### src/rtl/vpic_pkg.sv
package vpic_pkg;

  localparam int PRIO_W = 3;

  // Trigger mode encoding, shared by external pins and the fast pin.
  typedef enum logic [1:0] {
    TRIG_LOW  = 2'b00,
    TRIG_HIGH = 2'b01,
    TRIG_FALL = 2'b10,
    TRIG_RISE = 2'b11
  } trig_e;

  typedef struct packed {
    logic [1:0]        mode;
    logic [PRIO_W-1:0] prio;
  } src_cfg_t;

  localparam logic [4:0] A_ENABLE = 5'd0;
  localparam logic [4:0] A_CLEAR  = 5'd1;
  localparam logic [4:0] A_PEND   = 5'd2;
  localparam logic [4:0] A_VECTOR = 5'd3;
  localparam logic [4:0] A_EOI    = 5'd4;
  localparam logic [4:0] A_SPUR   = 5'd5;
  localparam logic [4:0] A_FMODE  = 5'd6;
  localparam int         A_CFG0   = 8;
  localparam int         A_VEC0   = 16;

endpackage

### src/rtl/vpic_src.sv
module vpic_src #(
  parameter bit IS_EXT = 1'b0
) (
  input  logic       clk_i,
  input  logic       rst_ni,
  input  logic       raw_i,
  input  logic [1:0] mode_i,
  input  logic       clr_i,
  output logic       pend_o
);

  logic smp;
  logic prev_q;
  logic edge_q, edge_d;
  logic pol, lvl, hit;

  generate
    if (IS_EXT) begin : g_sync
      logic [1:0] sync_q;
      always_ff @(posedge clk_i or negedge rst_ni) begin
        if (!rst_ni) sync_q <= 2'b00;
        else         sync_q <= {sync_q[0], raw_i};
      end
      assign smp = sync_q[1];
      assign pol = mode_i[0];
    end else begin : g_direct
      assign smp = raw_i;
      assign pol = mode_i[0] | 1'b1;   // internal lines are always active-high
    end
  endgenerate

  always_comb begin
    lvl    = pol ? smp : ~smp;
    hit    = pol ? (smp & ~prev_q) : (~smp & prev_q);
    edge_d = edge_q;
    if (!mode_i[1])  edge_d = 1'b0;
    else if (hit)    edge_d = 1'b1;
    else if (clr_i)  edge_d = 1'b0;
    pend_o = mode_i[1] ? edge_q : lvl;
  end

  always_ff @(posedge clk_i or negedge rst_ni) begin
    if (!rst_ni) begin
      prev_q <= 1'b0;
      edge_q <= 1'b0;
    end else begin
      prev_q <= smp;
      edge_q <= edge_d;
    end
  end

  // a detected edge is held
  a_r7_edge_latched: assert property (@(posedge clk_i) disable iff (!rst_ni)
    (mode_i[1] && hit) |=> edge_q);
  // a clear with no new edge drops the latch
  a_r7_clear_drops: assert property (@(posedge clk_i) disable iff (!rst_ni)
    (mode_i[1] && clr_i && !hit) |=> !edge_q);

endmodule

### src/rtl/vpic_prio.sv
module vpic_prio #(
  parameter int N   = 7,
  parameter int PW  = 3,
  parameter int IDW = 3
) (
  input  logic [N-1:0]         req_i,
  input  logic [N-1:0][PW-1:0] prio_i,
  output logic                 found_o,
  output logic [IDW-1:0]       win_id_o,
  output logic [PW-1:0]        win_prio_o
);

  // Linear scan: strictly-greater comparison keeps the lower index on ties.
  always_comb begin
    found_o    = 1'b0;
    win_id_o   = '0;
    win_prio_o = '0;
    for (int i = 0; i < N; i++) begin
      if (req_i[i] && (!found_o || (prio_i[i] > win_prio_o))) begin
        found_o    = 1'b1;
        win_id_o   = IDW'(i);
        win_prio_o = prio_i[i];
      end
    end
  end

endmodule

### src/rtl/vpic_stack.sv
module vpic_stack #(
  parameter int DEPTH = 8,
  parameter int W     = 3
) (
  input  logic         clk_i,
  input  logic         rst_ni,
  input  logic         push_i,
  input  logic         pop_i,
  input  logic [W-1:0] data_i,
  output logic [W-1:0] top_o,
  output logic         nonempty_o,
  output logic         full_o
);

  localparam int PTRW = (DEPTH > 1) ? $clog2(DEPTH) : 1;
  localparam int CNTW = $clog2(DEPTH + 1);

  logic [DEPTH-1:0][W-1:0] mem_q;
  logic [CNTW-1:0]         cnt_q, cnt_d;
  logic [PTRW-1:0]         wr_idx, top_idx;
  logic                    do_push, do_pop;

  always_comb begin
    do_push    = push_i && !full_o;
    do_pop     = pop_i && nonempty_o && !push_i;
    wr_idx     = PTRW'(cnt_q);
    top_idx    = PTRW'(cnt_q - 1'b1);
    nonempty_o = (cnt_q != '0);
    full_o     = (cnt_q == CNTW'(DEPTH));
    top_o      = nonempty_o ? mem_q[top_idx] : '0;
    cnt_d      = cnt_q;
    if (do_push)     cnt_d = cnt_q + 1'b1;
    else if (do_pop) cnt_d = cnt_q - 1'b1;
  end

  always_ff @(posedge clk_i or negedge rst_ni) begin
    if (!rst_ni) begin
      cnt_q <= '0;
      mem_q <= '0;
    end else begin
      cnt_q <= cnt_d;
      if (do_push) mem_q[wr_idx] <= data_i;
    end
  end

  // strictly-higher preemption bounds nesting to the depth
  a_r8_no_push_full: assert property (@(posedge clk_i) disable iff (!rst_ni)
    push_i |-> !full_o);
  // a pop takes exactly one entry
  a_r8_pop_one: assert property (@(posedge clk_i) disable iff (!rst_ni)
    (pop_i && nonempty_o && !push_i) |=> (cnt_q == $past(cnt_q) - 1'b1));

endmodule

### src/rtl/vpic_top.sv
module vpic_top
  import vpic_pkg::*;
#(
  parameter int N_INT      = 4,
  parameter int N_EXT      = 3,
  parameter int VEC_W      = 32,
  parameter int NEST_DEPTH = 8
) (
  input  logic             clk_i,
  input  logic             rst_ni,
  input  logic [N_INT-1:0] int_irq_i,
  input  logic [N_EXT-1:0] ext_irq_i,
  input  logic             fiq_i,
  input  logic             reg_wr_i,
  input  logic             reg_rd_i,
  input  logic [4:0]       reg_addr_i,
  input  logic [VEC_W-1:0] reg_wdata_i,
  output logic [VEC_W-1:0] reg_rdata_o,
  output logic             irq_req_o,
  output logic             fiq_req_o
);

  localparam int N_SRC = N_INT + N_EXT;
  localparam int IDW   = (N_SRC > 1) ? $clog2(N_SRC) : 1;

  // ---------------- reset synchronizer ----------------
  logic [1:0] rst_q;
  logic       rst_n;
  always_ff @(posedge clk_i or negedge rst_ni) begin
    if (!rst_ni) rst_q <= 2'b00;
    else         rst_q <= {rst_q[0], 1'b1};
  end
  assign rst_n = rst_q[1];

  // ---------------- state ----------------
  logic [N_SRC:0]      en_q, en_d;
  logic [VEC_W-1:0]    spur_q, spur_d;
  logic [1:0]          fmode_q, fmode_d;
  src_cfg_t            cfg_q [N_SRC];
  src_cfg_t            cfg_d [N_SRC];
  logic [VEC_W-1:0]    vec_q [N_SRC];
  logic [VEC_W-1:0]    vec_d [N_SRC];
  logic [VEC_W-1:0]    rdata_q, rdata_d;

  logic [N_SRC:0]      clr_wr;
  logic [N_SRC-1:0]    src_clr, src_pend, src_req;
  logic [N_SRC-1:0][PRIO_W-1:0] src_prio;
  logic                fiq_pend;
  logic                eoi, ack, spur_rd;
  logic                found;
  logic [IDW-1:0]      win_id;
  logic [PRIO_W-1:0]   win_prio, cur_level;
  logic                stk_nonempty, stk_full;

  // ---------------- source front ends ----------------
  genvar s;
  generate
    for (s = 0; s < N_SRC; s++) begin : g_src
      logic raw;
      if (s < N_INT) begin : g_int
        assign raw = int_irq_i[s];
      end else begin : g_ext
        assign raw = ext_irq_i[s - N_INT];
      end
      vpic_src #(.IS_EXT(s >= N_INT)) u_src (
        .clk_i  (clk_i),
        .rst_ni (rst_n),
        .raw_i  (raw),
        .mode_i (cfg_q[s].mode),
        .clr_i  (src_clr[s]),
        .pend_o (src_pend[s])
      );
      assign src_prio[s] = cfg_q[s].prio;
      assign src_req[s]  = src_pend[s] & en_q[s];
      assign src_clr[s]  = clr_wr[s] | (ack && (win_id == IDW'(s)));
    end
  endgenerate

  vpic_src #(.IS_EXT(1'b1)) u_fiq_src (
    .clk_i  (clk_i),
    .rst_ni (rst_n),
    .raw_i  (fiq_i),
    .mode_i (fmode_q),
    .clr_i  (clr_wr[N_SRC]),
    .pend_o (fiq_pend)
  );

  // ---------------- arbitration and nesting ----------------
  vpic_prio #(.N(N_SRC), .PW(PRIO_W), .IDW(IDW)) u_prio (
    .req_i      (src_req),
    .prio_i     (src_prio),
    .found_o    (found),
    .win_id_o   (win_id),
    .win_prio_o (win_prio)
  );

  vpic_stack #(.DEPTH(NEST_DEPTH), .W(PRIO_W)) u_stack (
    .clk_i      (clk_i),
    .rst_ni     (rst_n),
    .push_i     (ack),
    .pop_i      (eoi),
    .data_i     (win_prio),
    .top_o      (cur_level),
    .nonempty_o (stk_nonempty),
    .full_o     (stk_full)
  );

  assign irq_req_o = found && (!stk_nonempty || (win_prio > cur_level));
  assign fiq_req_o = en_q[N_SRC] && fiq_pend;

  // ---------------- register port: next state ----------------
  always_comb begin
    en_d    = en_q;
    spur_d  = spur_q;
    fmode_d = fmode_q;
    cfg_d   = cfg_q;
    vec_d   = vec_q;
    clr_wr  = '0;
    eoi     = 1'b0;
    if (reg_wr_i) begin
      case (reg_addr_i)
        A_ENABLE: en_d    = reg_wdata_i[N_SRC:0];
        A_CLEAR:  clr_wr  = reg_wdata_i[N_SRC:0];
        A_EOI:    eoi     = 1'b1;
        A_SPUR:   spur_d  = reg_wdata_i;
        A_FMODE:  fmode_d = reg_wdata_i[1:0];
        default: begin
          for (int i = 0; i < N_SRC; i++) begin
            if (reg_addr_i == 5'(A_CFG0 + i)) begin
              cfg_d[i].mode = reg_wdata_i[5:4];
              cfg_d[i].prio = reg_wdata_i[PRIO_W-1:0];
            end
            if (reg_addr_i == 5'(A_VEC0 + i)) vec_d[i] = reg_wdata_i;
          end
        end
      endcase
    end
  end

  always_comb begin
    spur_rd = reg_rd_i && (reg_addr_i == A_VECTOR) && !irq_req_o;
    ack     = reg_rd_i && (reg_addr_i == A_VECTOR) && irq_req_o;
    rdata_d = '0;
    case (reg_addr_i)
      A_ENABLE: rdata_d = VEC_W'(en_q);
      A_PEND:   rdata_d = VEC_W'({fiq_pend, src_pend});
      A_VECTOR: rdata_d = irq_req_o ? vec_q[win_id] : spur_q;
      A_SPUR:   rdata_d = spur_q;
      A_FMODE:  rdata_d = VEC_W'(fmode_q);
      default: begin
        for (int i = 0; i < N_SRC; i++) begin
          if (reg_addr_i == 5'(A_CFG0 + i))
            rdata_d = VEC_W'({cfg_q[i].mode, 1'b0, cfg_q[i].prio});
          if (reg_addr_i == 5'(A_VEC0 + i)) rdata_d = vec_q[i];
        end
      end
    endcase
  end

  // ---------------- register port: registers ----------------
  always_ff @(posedge clk_i or negedge rst_n) begin
    if (!rst_n) begin
      en_q    <= '0;
      spur_q  <= '0;
      fmode_q <= TRIG_HIGH;
      rdata_q <= '0;
      for (int i = 0; i < N_SRC; i++) begin
        cfg_q[i] <= '{mode: TRIG_HIGH, prio: '0};
        vec_q[i] <= '0;
      end
    end else begin
      if (reg_wr_i) begin
        en_q    <= en_d;
        spur_q  <= spur_d;
        fmode_q <= fmode_d;
        cfg_q   <= cfg_d;
        vec_q   <= vec_d;
      end
      if (reg_rd_i) rdata_q <= rdata_d;
    end
  end

  assign reg_rdata_o = rdata_q;

  // ---------------- assertions ----------------
  // outputs low in the first cycle after reset release
  a_r1_quiet_after_reset: assert property (@(posedge clk_i)
    $rose(rst_n) |-> (!irq_req_o && !fiq_req_o && !stk_nonempty));
  // the normal request needs an enabled pending source
  a_r2_needs_enable: assert property (@(posedge clk_i) disable iff (!rst_n)
    irq_req_o |-> ((en_q[N_SRC-1:0] & src_pend) != '0));
  // the arbiter winner is itself enabled and pending
  a_r3_winner_live: assert property (@(posedge clk_i) disable iff (!rst_n)
    found |-> (src_pend[win_id] && en_q[win_id]));
  // no lower-numbered contender holds an equal or higher priority
  generate
    for (s = 0; s < N_SRC; s++) begin : g_tie_chk
      a_r4_lower_index: assert property (@(posedge clk_i) disable iff (!rst_n)
        (found && src_req[s] && (IDW'(s) < win_id)) |-> (src_prio[s] < win_prio));
    end
  endgenerate
  // nested acknowledge strictly raises the current level
  a_r8_level_rises: assert property (@(posedge clk_i) disable iff (!rst_n)
    (ack && stk_nonempty) |=> (cur_level > $past(cur_level)));
  // a spurious read returns the spurious value and keeps the stack
  a_r9_spurious_value: assert property (@(posedge clk_i) disable iff (!rst_n)
    spur_rd |=> (reg_rdata_o == $past(spur_q)));
  a_r9_stack_kept: assert property (@(posedge clk_i) disable iff (!rst_n)
    (spur_rd && !reg_wr_i) |=> ($stable(stk_nonempty) && $stable(cur_level)));
  // the fast request comes only from the fast pin path
  a_r10_fiq_source: assert property (@(posedge clk_i) disable iff (!rst_n)
    fiq_req_o |-> fiq_pend);

endmodule

### config.mk
export PLATFORM = sky130hd
export DESIGN_NAME = vpic_top
export DESIGN_NICKNAME = d
export VERILOG_FILES = /design/src/rtl/vpic_pkg.sv /design/src/rtl/vpic_src.sv /design/src/rtl/vpic_prio.sv /design/src/rtl/vpic_stack.sv /design/src/rtl/vpic_top.sv
export SDC_FILE = /design/constraint.sdc
export NUM_CORES = 1
export LEC_CHECK = 0
export BUFFER_PORTS_ARGS = -buffer_cell sky130_fd_sc_hd__buf_2
export CAP_MARGIN = 20
export CORE_UTILIZATION = 55
export DETAILED_ROUTE_END_ITERATION = 10
export GPL_TIMING_DRIVEN = 0
export MAX_ROUTING_LAYER = met4
export PLACE_DENSITY = 0.72
export SLEW_MARGIN = 20
export SYNTH_ARGS = -nofsm -noshare
export SYNTH_HDL_FRONTEND = slang
export SYNTH_SLANG_ARGS = --single-unit
### constraint.sdc
create_clock -name clk_i -period 18.01 [get_ports clk_i]
set_input_delay 2.7015 -clock clk_i [delete_from_list [all_inputs] [get_ports clk_i]]
set_output_delay 2.7015 -clock clk_i [all_outputs]
set_load 0.005 [all_outputs]
# Word-level counts from Yosys, hierarchy flattened
# Index checks and enable logic that the tools add are counted.
# word_totals
output_inout_bits,34
register_bits,387
in_bits,49
wordCells,293
# op_classes
n_addsub,2
reduce_logical,59
bitwise,40
mux,91
eq_ne,35
magnitude_cmp,11
# op_table
op,n
two-way mux 32 bit,16
case mux 32 bit (5 select lines),1
binary-select mux 32 bit (select 3 bit),1
two-way mux 1 bit,50
AND reduction 3 bit,14
two-way mux 3 bit,13
"== test 5 x 4 -> 1 bit, second input constant",7
"== test 5 bit, second input constant",7
bitwise mux 24 bit,1
"inequality test 3 x 1 -> 1 bit, second input constant",8
greater-than comparator 3 bit,7
logical AND 1 bit,21
bitwise AND 1 bit,19
two-way mux 8 bit,2
"== test 5 x 3 -> 1 bit, second input constant",3
inverter 1 bit,13
"== test 5 x 2 -> 1 bit, second input constant",2
binary-select mux 3 bit (select 3 bit),1
demux 3 bit (select 3 bit),1
"== test 3 bit, second input constant",3
logical NOT 1 bit,9
"less-than comparator 3 x 4 -> 1 bit, second input constant",2
two-way mux 4 bit,2
logical OR 1 bit,7
other kinds (18),28

# Depth between registers and ports, before layout
# Gate-level depths: netlist of the first run.
# depth
ltp_word,36
depth_mapped,61

# By module
# Synthesis of the first run repeated with hierarchy kept, for this count alone.
# hier_totals
hier_cells,1751
hier_area_um2,20588.5
# by_module_without_submodules
mod,cells_per_inst,seq_area_each_um2,area_each_um2,n_inst
vpic_top,1441,8393.0,17255.3,1
vpic_stack,127,700.7,1522.7,1
vpic_prio,119,0.0,854.6,1
vpic_src (g_src[4].u_src ...),10,100.1,150.1,4
vpic_src (g_src[0].u_src ...),6,50.0,88.8,4

# Least setup slack after synthesis of the first run
# OpenSTA, ideal clock, no wires.
# synth_path
kind,input-to-output
from,in int_irq_i[0]
to,out irq_req_o
setup_slack_ns,2.891
path_stages,53
arrival_time_ns,12.417
path_cell_list,mux2_2 -> and2_1 -> nand2_1 -> ha_1 -> and3_1 -> a21oi_1 -> o211a_1 -> a22oi_1 -> ha_1 -> nand3_1 -> o21ai_0 -> o21ba_2 -> or2_2 -> mux2i_1 -> inv_1 -> ha_1 -> a31oi_1 -> a22oi_4 -> (+17 left out) -> buf_6 -> mux2i_1 -> ha_1 -> nor2b_1 -> o21a_1 -> o21ai_0 -> a21o_1 -> clkbuf_1 -> o21ai_0 -> a21oi_1 -> inv_1 -> ha_1 -> nor2b_1 -> o21a_1 -> o21ai_0 -> a22o_1 -> inv_1 -> clkbuf_1
# synth_between
elab_chain_cells,30
elab_cells_between_ends,43
cone_classes,order compare: 7; mux: 15; bitwise: 1; reduce/logical: 20
# synth_lines
element,line_no,rtl
from (decl),vpic_top.sv:11,"input logic [N_INT-1:0] int_irq_i,"
two-way mux 1 bit (*),vpic_src.sv:39,pend_o = mode_i[1] ? edge_q : lvl;
bitwise AND 1 bit (*),vpic_top.sv:74,assign src_req[s] = src_pend[s] & en_q[s];
two-way mux 3 bit or two-way mux 1 bit (tied branches),vpic_prio.sv:19,if (req_i[i] && (!found_o || (prio_i[i] > win_prio_o))) begin
greater-than comparator 3 bit or logical NOT 1 bit (tied branches),vpic_prio.sv:19,
logical OR 1 bit,vpic_prio.sv:19,
logical AND 1 bit,vpic_prio.sv:19,
two-way mux 3 bit or two-way mux 1 bit (tied branches),vpic_prio.sv:19,
greater-than comparator 3 bit or logical NOT 1 bit (tied branches),vpic_prio.sv:19,
(+15 left out),--,
greater-than comparator 3 bit or logical NOT 1 bit (tied branches),vpic_prio.sv:19,
logical OR 1 bit,vpic_prio.sv:19,
logical AND 1 bit,vpic_prio.sv:19,
two-way mux 3 bit (*),vpic_prio.sv:19,
via u_prio.win_prio_o[1],vpic_prio.sv:10,output logic [PW-1:0] win_prio_o
greater-than comparator 3 bit (*),vpic_top.sv:108,assign irq_req_o = found && (!stk_nonempty || (win_prio > cur_level));
logical OR 1 bit (*),vpic_top.sv:108,
logical AND 1 bit (*),vpic_top.sv:108,
to (decl),vpic_top.sv:19,"output logic irq_req_o,"
# The timed path passes the listed nets; every way through them passes the cells marked *.

# Worst setup path in the final report of the first run
# Ends and elaborated chain as after synthesis.

==> results.cfg, run 1 <==
[sta]
clock_skew_ns = 0.02809
drv_slew = 0
setup_ws_ns = 0.5009
max_freq_mhz = 57.11
hold_violations = 0
relSlewSlack_pct = 20.90
period_needed_ns = 17.51
tightestPinTransition_ns = 1.186
fin_hold_ws_ns = 0.2602
finalSetupViolations = 0
fin_crit_sh_pct = 97.22

[place]
hpwl_mm = 49.71
dp_cells = 2334
pre_cts_slack_ns = -0.2376
place_congestion = 1.014
port_buffers = 72

[synthesis]
syn_area_sq_um = 20140
synthAdderAreaFrac_pct = 1.429
synthMuxAreaShare_pct = 19.79
yosysWarnings = 0
synth-edff-count = 0
yosysUniqueCellTypes = 84
synth_compound_area_share_pct = 18.24
post_synth_and_or_nand_nor_area_fraction_pct = 8.840
synth_top_family_by_area = multiplexers
synth_flop_cell = dfrtp_1
ys_ff_latch = 387
syn_area_per_cell_sq_um = 11.24
ys_seq_area_share_pct = 48.13
post_synth_xor_area_fraction_pct = 0.3044
synthCells = 1792
syn_nets = 1864
async_flop_share_pct = 100.0

[critical_path]
arrival_ns = 14.81
critPathRequiredTime_ns = 15.31
cp-start-kind = input port
reg2reg_from = cfg_q[34]
max_stage_delay_ns = 0.42
critical-path-top-cell-by-count = ha_1
reg2reg_slack_ns = 3.73
r2r_cells = 57
timing.rr.end = reg_rdata_o[16]
path_class = in2out
crit_path_top_delay_cell = o221ai_2
critPathCaptureType = output pin
critPathMaxFanout = 10

[worst_hold_path]
hold_class = reg2async

[clock_tree]
clk_path_buf_depth = 3
root_buffer = clkbuf_16
cts_sinks = 387
cts_hold_buf = 0
htreeDepth = 2
cts_made_buffers = 43
cts.clk_slew.worst_paths_ns = 0.06
clk_latency_ns = 0.60
cts_tree = built

[routing]
post_drt_via_cell_ratio = 7.099
drc_errors = 2
vias = 17170
drt.antenna.violating_nets = 0
wl_per_cell_microns = 30.23
wl_mm = 73.09
first_pass_iters = 11
drt_iter0_markers = 2211

[floorplan]
core-area_sq_um = 35830
die_x_microns = 193.4
rows = 69
io_pins = 83
die_area_sq_um = 37390
initial_core_util_pct = 56.22
die_h_microns = 193.4

[global_route]
grt_remaining_overflow = 0
grtUsageTotal_pct = 40.32
grt_max_degree = 58
grt_pass1_vias = 16950
grt_first_pass_wirelength_mm = 108.8
antenna_found_initial = 3

[layout]
fin_nets = 1993
drive_gt1_share_pct = 29.22
syn2layout_area_growth_pct = 13.50
nFillCells = 2856
layoutNonFillerInstCount = 2418

[outcome]
status = finished with violations
violations = design-rule violations

[power]
power_density_nw_per_um2 = 128.8
leakage_nw = 10.04
vdd_drop_max_uv = 118.9

[flow_run]
drv_cap = 0
==> how the worst max path moves through the flow <==
stage                end         start  slack (ns)
5_1_grt        irq_req_o  int_irq_i[0]       -0.04
2_1_floorplan  irq_req_o  int_irq_i[0]        2.89
3_3_place_gp   irq_req_o  int_irq_i[0]        0.05
6_report       irq_req_o  int_irq_i[0]        0.50
4_1_cts        irq_req_o  int_irq_i[0]        0.15
3_5_place_dp   irq_req_o  int_irq_i[0]       -0.24
==> metrics by stage <==
step           instance area [sq um]  util [%]  power (mW)  setup TNS [ns]
6_report                       22860     63.81       2.944               0
5_1_grt                        22860     63.81       3.042        -0.03567
4_1_cts                        22800     63.62       2.898               0
3_5_place_dp                   21300     59.46       1.964         -0.2376
3_3_place_gp                   21080     58.83       1.926               0
2_1_floorplan                  20140         -       1.665               0
==> cell families after synthesis <==
group,Yosys count
XOR/XNOR,7
multiplexers,350
AND/OR/NAND/NOR,394
flip-flops,387
AO/OA/AOI/OAI,476
adder cells (fa/ha/maj),23
buffers and inverters,154
other,1
==> synth_stat cells (all sizes together), types with 6 or more instances <==
master / n / share of area [%]
dfrtp: 379 / 47
mux2: 323 / 18
nor2: 139 / 2.6
nand2: 136 / 2.6
a21oi: 73 / 1.9
a221oi: 66 / 2.9
clkbuf: 66 / 1.2
buf: 61 / 1.5
o221ai: 49 / 2.1
a22oi: 46 / 1.9
o21ai: 44 / 1.2
a22o: 32 / 1.4
a31oi: 31 / 0.96
inv: 27 / 0.50
and3: 26 / 0.81
ha: 23 / 1.4
nor3: 22 / 0.60
mux2i: 21 / 1.0
nand3: 20 / 0.50
a31o: 19 / 0.83
a221o: 12 / 0.60
o32ai: 11 / 0.48
nand2b: 10 / 0.31
nor2b: 10 / 0.31
a211oi: 9 / 0.34
a222oi: 9 / 0.45
or3: 9 / 0.30
a211o: 8 / 0.35
a41oi: 8 / 0.35
dfstp: 8 / 1.0
o22ai: 7 / 0.22
a21boi: 6 / 0.22
mux4: 6 / 0.67
==> registers in the layout (all words and copies together), names as in the netlist, 2 cells and up <==
signal	flops
g_src.u_src.prev_q	7
en_q	8
vec_q	224
cfg_q	35
u_stack.cnt_q	4
rst_q	2
g_src.u_src.edge_q	7
g_src.u_src.g_sync.sync_q	6
u_fiq_src.g_sync.sync_q	2
fmode_q	2
reg_rdata_o	32
spur_q	32
u_stack.mem_q	24
==> what timing repair did <==
| action | in CTS | in global routing |
|---|---|---|
| endpoints found under the setup margin | 1 | 1 |
| resized for setup | 2 | 12 |
| pin swaps | 0 | 1 |
| setup buffers | 0 | 4 |
| hold endpoints to repair | 0 | 0 |
==> placed cells by master (no fill, tap or decap), drive strengths merged, types with 19 or more instances in the layout <==
master,count
a31oi,31
a22oi,46
o21ai,44
nand2,136
mux2,323
buf,147
and3,26
nand3,20
dfrtp,379
inv,27
nor3,22
clkbuf,128
a22o,32
o221ai,49
ha,23
a31o,19
a21oi,73
a221oi,66
nor2,139
mux2i,21
==> report_power, final <==
part           internal (mW)  total (mW)  switching (mW)
clock                  0.562       0.935           0.373
sequential              1.02        1.16           0.143
combinational          0.333       0.846           0.513
==> worst max-delay path: cells and delay by family <==
family	cells	cell delay, ns
AND/OR/NAND/NOR	13	2.23
buffers and inverters	9	1.54
AO/OA/AOI/OAI	22	5.51
adder cells (fa/ha/maj)	7	2.03
multiplexers	3	0.77
==> layout make-up <==
class	count	area, sq um	share of cell area (%)
multi-input cells	1251	9843	43.05
plain buffers	126	550.5	2.408
well taps	461	576.8	2.523
repair buffers	85	591.8	2.589
flip-flops and latches	387	9698	42.42
inverters	27	105.1	0.4597
clock buffers	64	1276	5.582
clock inverters	14	212.7	0.9304
diodes	3	7.507	0.03284
==> per-layer routing <==
| metal | part of all wire [%] | global-route usage [%] |
|---|---|---|
| met5 | 0 | - |
| met4 | 5.6 | 20.86 |
| met3 | 11 | 8.211 |
| met2 | 45 | 60.25 |
| met1 | 39 | 52.08 |
Power figures use the tool's default switching activity.
==> run 2, diff against run 1 <==
==> constraint.sdc (replaced) <==
create_clock -name clk_i -period 18.01 [get_ports clk_i]
set_input_delay 3.602 -clock clk_i [delete_from_list [all_inputs] [get_ports clk_i]]
set_output_delay 3.602 -clock clk_i [all_outputs]
set_load 0.005 [all_outputs]
==> results.cfg, run 2 (synthesis results as in run 1) <==
[critical_path]
path_class = in2out
arrival_ns = 13.96
max_stage_delay_ns = 0.34
critical-path-top-cell-by-count = ha_1
critPathMaxFanout = 10
critPathCaptureType = output pin
crit_family = compound AO/OA/AOI/OAI gates
crit_path_top_delay_cell = a22o_1
cp.buffers_inverters = 9
critPathRequiredTime_ns = 14.41
cp-start-kind = input port

[routing]
first_pass_iters = 9
drt_iter0_markers = 2330
post_drt_via_cell_ratio = 7.104
drt.antenna.violating_nets = 0
wl_per_cell_microns = 30.29
wl_mm = 73.36
drc_errors = 2
vias = 17210

[sta]
hold_violations = 0
clock_skew_ns = 0.02751
drv_slew = 0
fin_crit_sh_pct = 97.51
max_freq_mhz = 56.94
rsz0062_at_grt = no
finalSetupViolations = 0
relSlewSlack_pct = 20.02
tightestPinTransition_ns = 1.200
fin_hold_ws_ns = 0.2610
setup_ws_ns = 0.4484
period_needed_ns = 17.56

[clock_tree]
htreeDepth = 2
cts_made_buffers = 43
clk_latency_ns = 0.60
cts_sinks = 387
cts_hold_buf = 0
clk_path_buf_depth = 3
root_buffer = clkbuf_16
cts_tree = built
cts.clk_slew.worst_paths_ns = 0.06

[floorplan]
io_pins = 83
rows = 69
die_x_microns = 193.4
core-area_sq_um = 35830
die_area_sq_um = 37390
die_h_microns = 193.4
initial_core_util_pct = 56.22

[place]
post_dp_cell_area_sq_um = 21300
port_buffers = 72
dp_cells = 2334
pre_cts_slack_ns = -2.039
place_congestion = 1.014
hpwl_mm = 49.71

[power]
p_int_mw = 1.920
combPwrFrac_pct = 29.1
p_switching_mw = 1.042
switching_share_pct = 35.18
power_density_nw_per_um2 = 129.0
vdd_drop_max_uv = 118.9
seqPwrFrac_pct = 39.3
leakage_nw = 10.07
power_frac_clock_pct = 31.6

[layout]
largest_reg_flops = 224
layoutNonFillerInstCount = 2422
regMostFlops = vec_q
final_common_cell = dfrtp_1
syn2layout_area_growth_pct = 14.03
reg.largest.list = vec_q x224, cfg_q x35
design_area_sq_um = 22970
layout_common_cells = 378 x dfrtp_1, 322 x mux2_2, 137 x nor2_1
fin_nets = 1997
drive_gt1_share_pct = 29.88

[global_route]
grt_max_degree = 58
grt_first_pass_wirelength_mm = 109.1
grtUsageTotal_pct = 40.45
grt_pass1_vias = 17000
antenna_found_initial = 3
grt_remaining_overflow = 0

[outcome]
status = finished with violations
violations = design-rule violations

[flow_run]
drv_cap = 0

[worst_hold_path]
hold_class = reg2async
[run 2: cell count changes in the layout (fill, tap and decap cells not counted), moves of 2 or more]
cell	before	now
o21ai_2	1	3
a22oi_2	1	3
o21ai_0	40	37
a21oi_1	70	68
buf_4	9	14
buf_2	93	91
a22oi_1	43	41
a31oi_1	31	29
a31oi_2	0	2
[run 2: metrics by stage]
stage                     utilization, %  TNS [ns]  total power, mW
after floorplan                        -         0            1.665
after global placement             58.83    -1.751            1.926
after detailed placement           59.46    -2.039            1.964
after CTS                          63.89         0            2.922
after global routing               64.10         0            3.059
final                              64.10         0            2.963
[run 2: area by class of cell]
cell class / count / area, sq um
Antenna cell: 3 / 7.507
Buffer: 125 / 554.3
Clock buffer: 64 / 1276
Clock inverter: 14 / 212.7
Fill cell: 2840 / 12860
Inverter: 27 / 105.1
Multi-Input combinational cell: 1251 / 9907
Sequential cell: 387 / 9698
Tap cell: 461 / 576.8
Timing Repair Buffer: 90 / 629.4
[run 2: final timing paths]
path | from | end | slack, ns | cells past startpoint
max | int_irq_i[0] | irq_req_o | 0.45 | 53
min | rst_q[1] | vec_q[54] | 0.26 | 0
max reg2reg | cfg_q[34] | reg_rdata_o[18] | 5.25 | 57
min reg2reg | rst_q[1] | vec_q[54] | 0.26 | 0
max in group asynchronous | rst_ni | rst_q[1] | 15.12 | 1
min in group clk_i | rst_q[0] | rst_q[1] | 0.35 | 0
[run 2: per-layer routing]
| layer | vias up | global-route usage (%) | share of wire, % | routed length [microns] |
|---|---|---|---|---|
| met3 | 283 | 8.246 | 10 | 7424 |
| met5 | - | - | 0 | 0 |
| met1 | 8732 | 52.30 | 39 | 28920 |
| li1 | 7109 | - | - | - |
| met2 | 1081 | 60.36 | 45 | 33110 |
| met4 | 0 | 20.98 | 5.3 | 3910 |
[run 2: timing repair]
item                                    CTS  global route
buffers inserted                          6             3
pin swaps                                 3             3
endpoints found under the setup margin    1             1
gates resized for setup                  18            13
[run 2: power by group through the flow]
| stage | Sequential, mW | Combinational (mW) | Clock [mW] |
|---|---|---|---|
| 6_report | 1.16 | 0.862 | 0.936 |
| 5_1_grt | 1.18 | 0.905 | 0.976 |
| 4_1_cts | 1.15 | 0.825 | 0.943 |
| 3_5_place_dp | 1.17 | 0.796 | 0 |
| 3_3_place_gp | 1.18 | 0.749 | 0 |
| 2_1_floorplan | 1.13 | 0.534 | 0 |
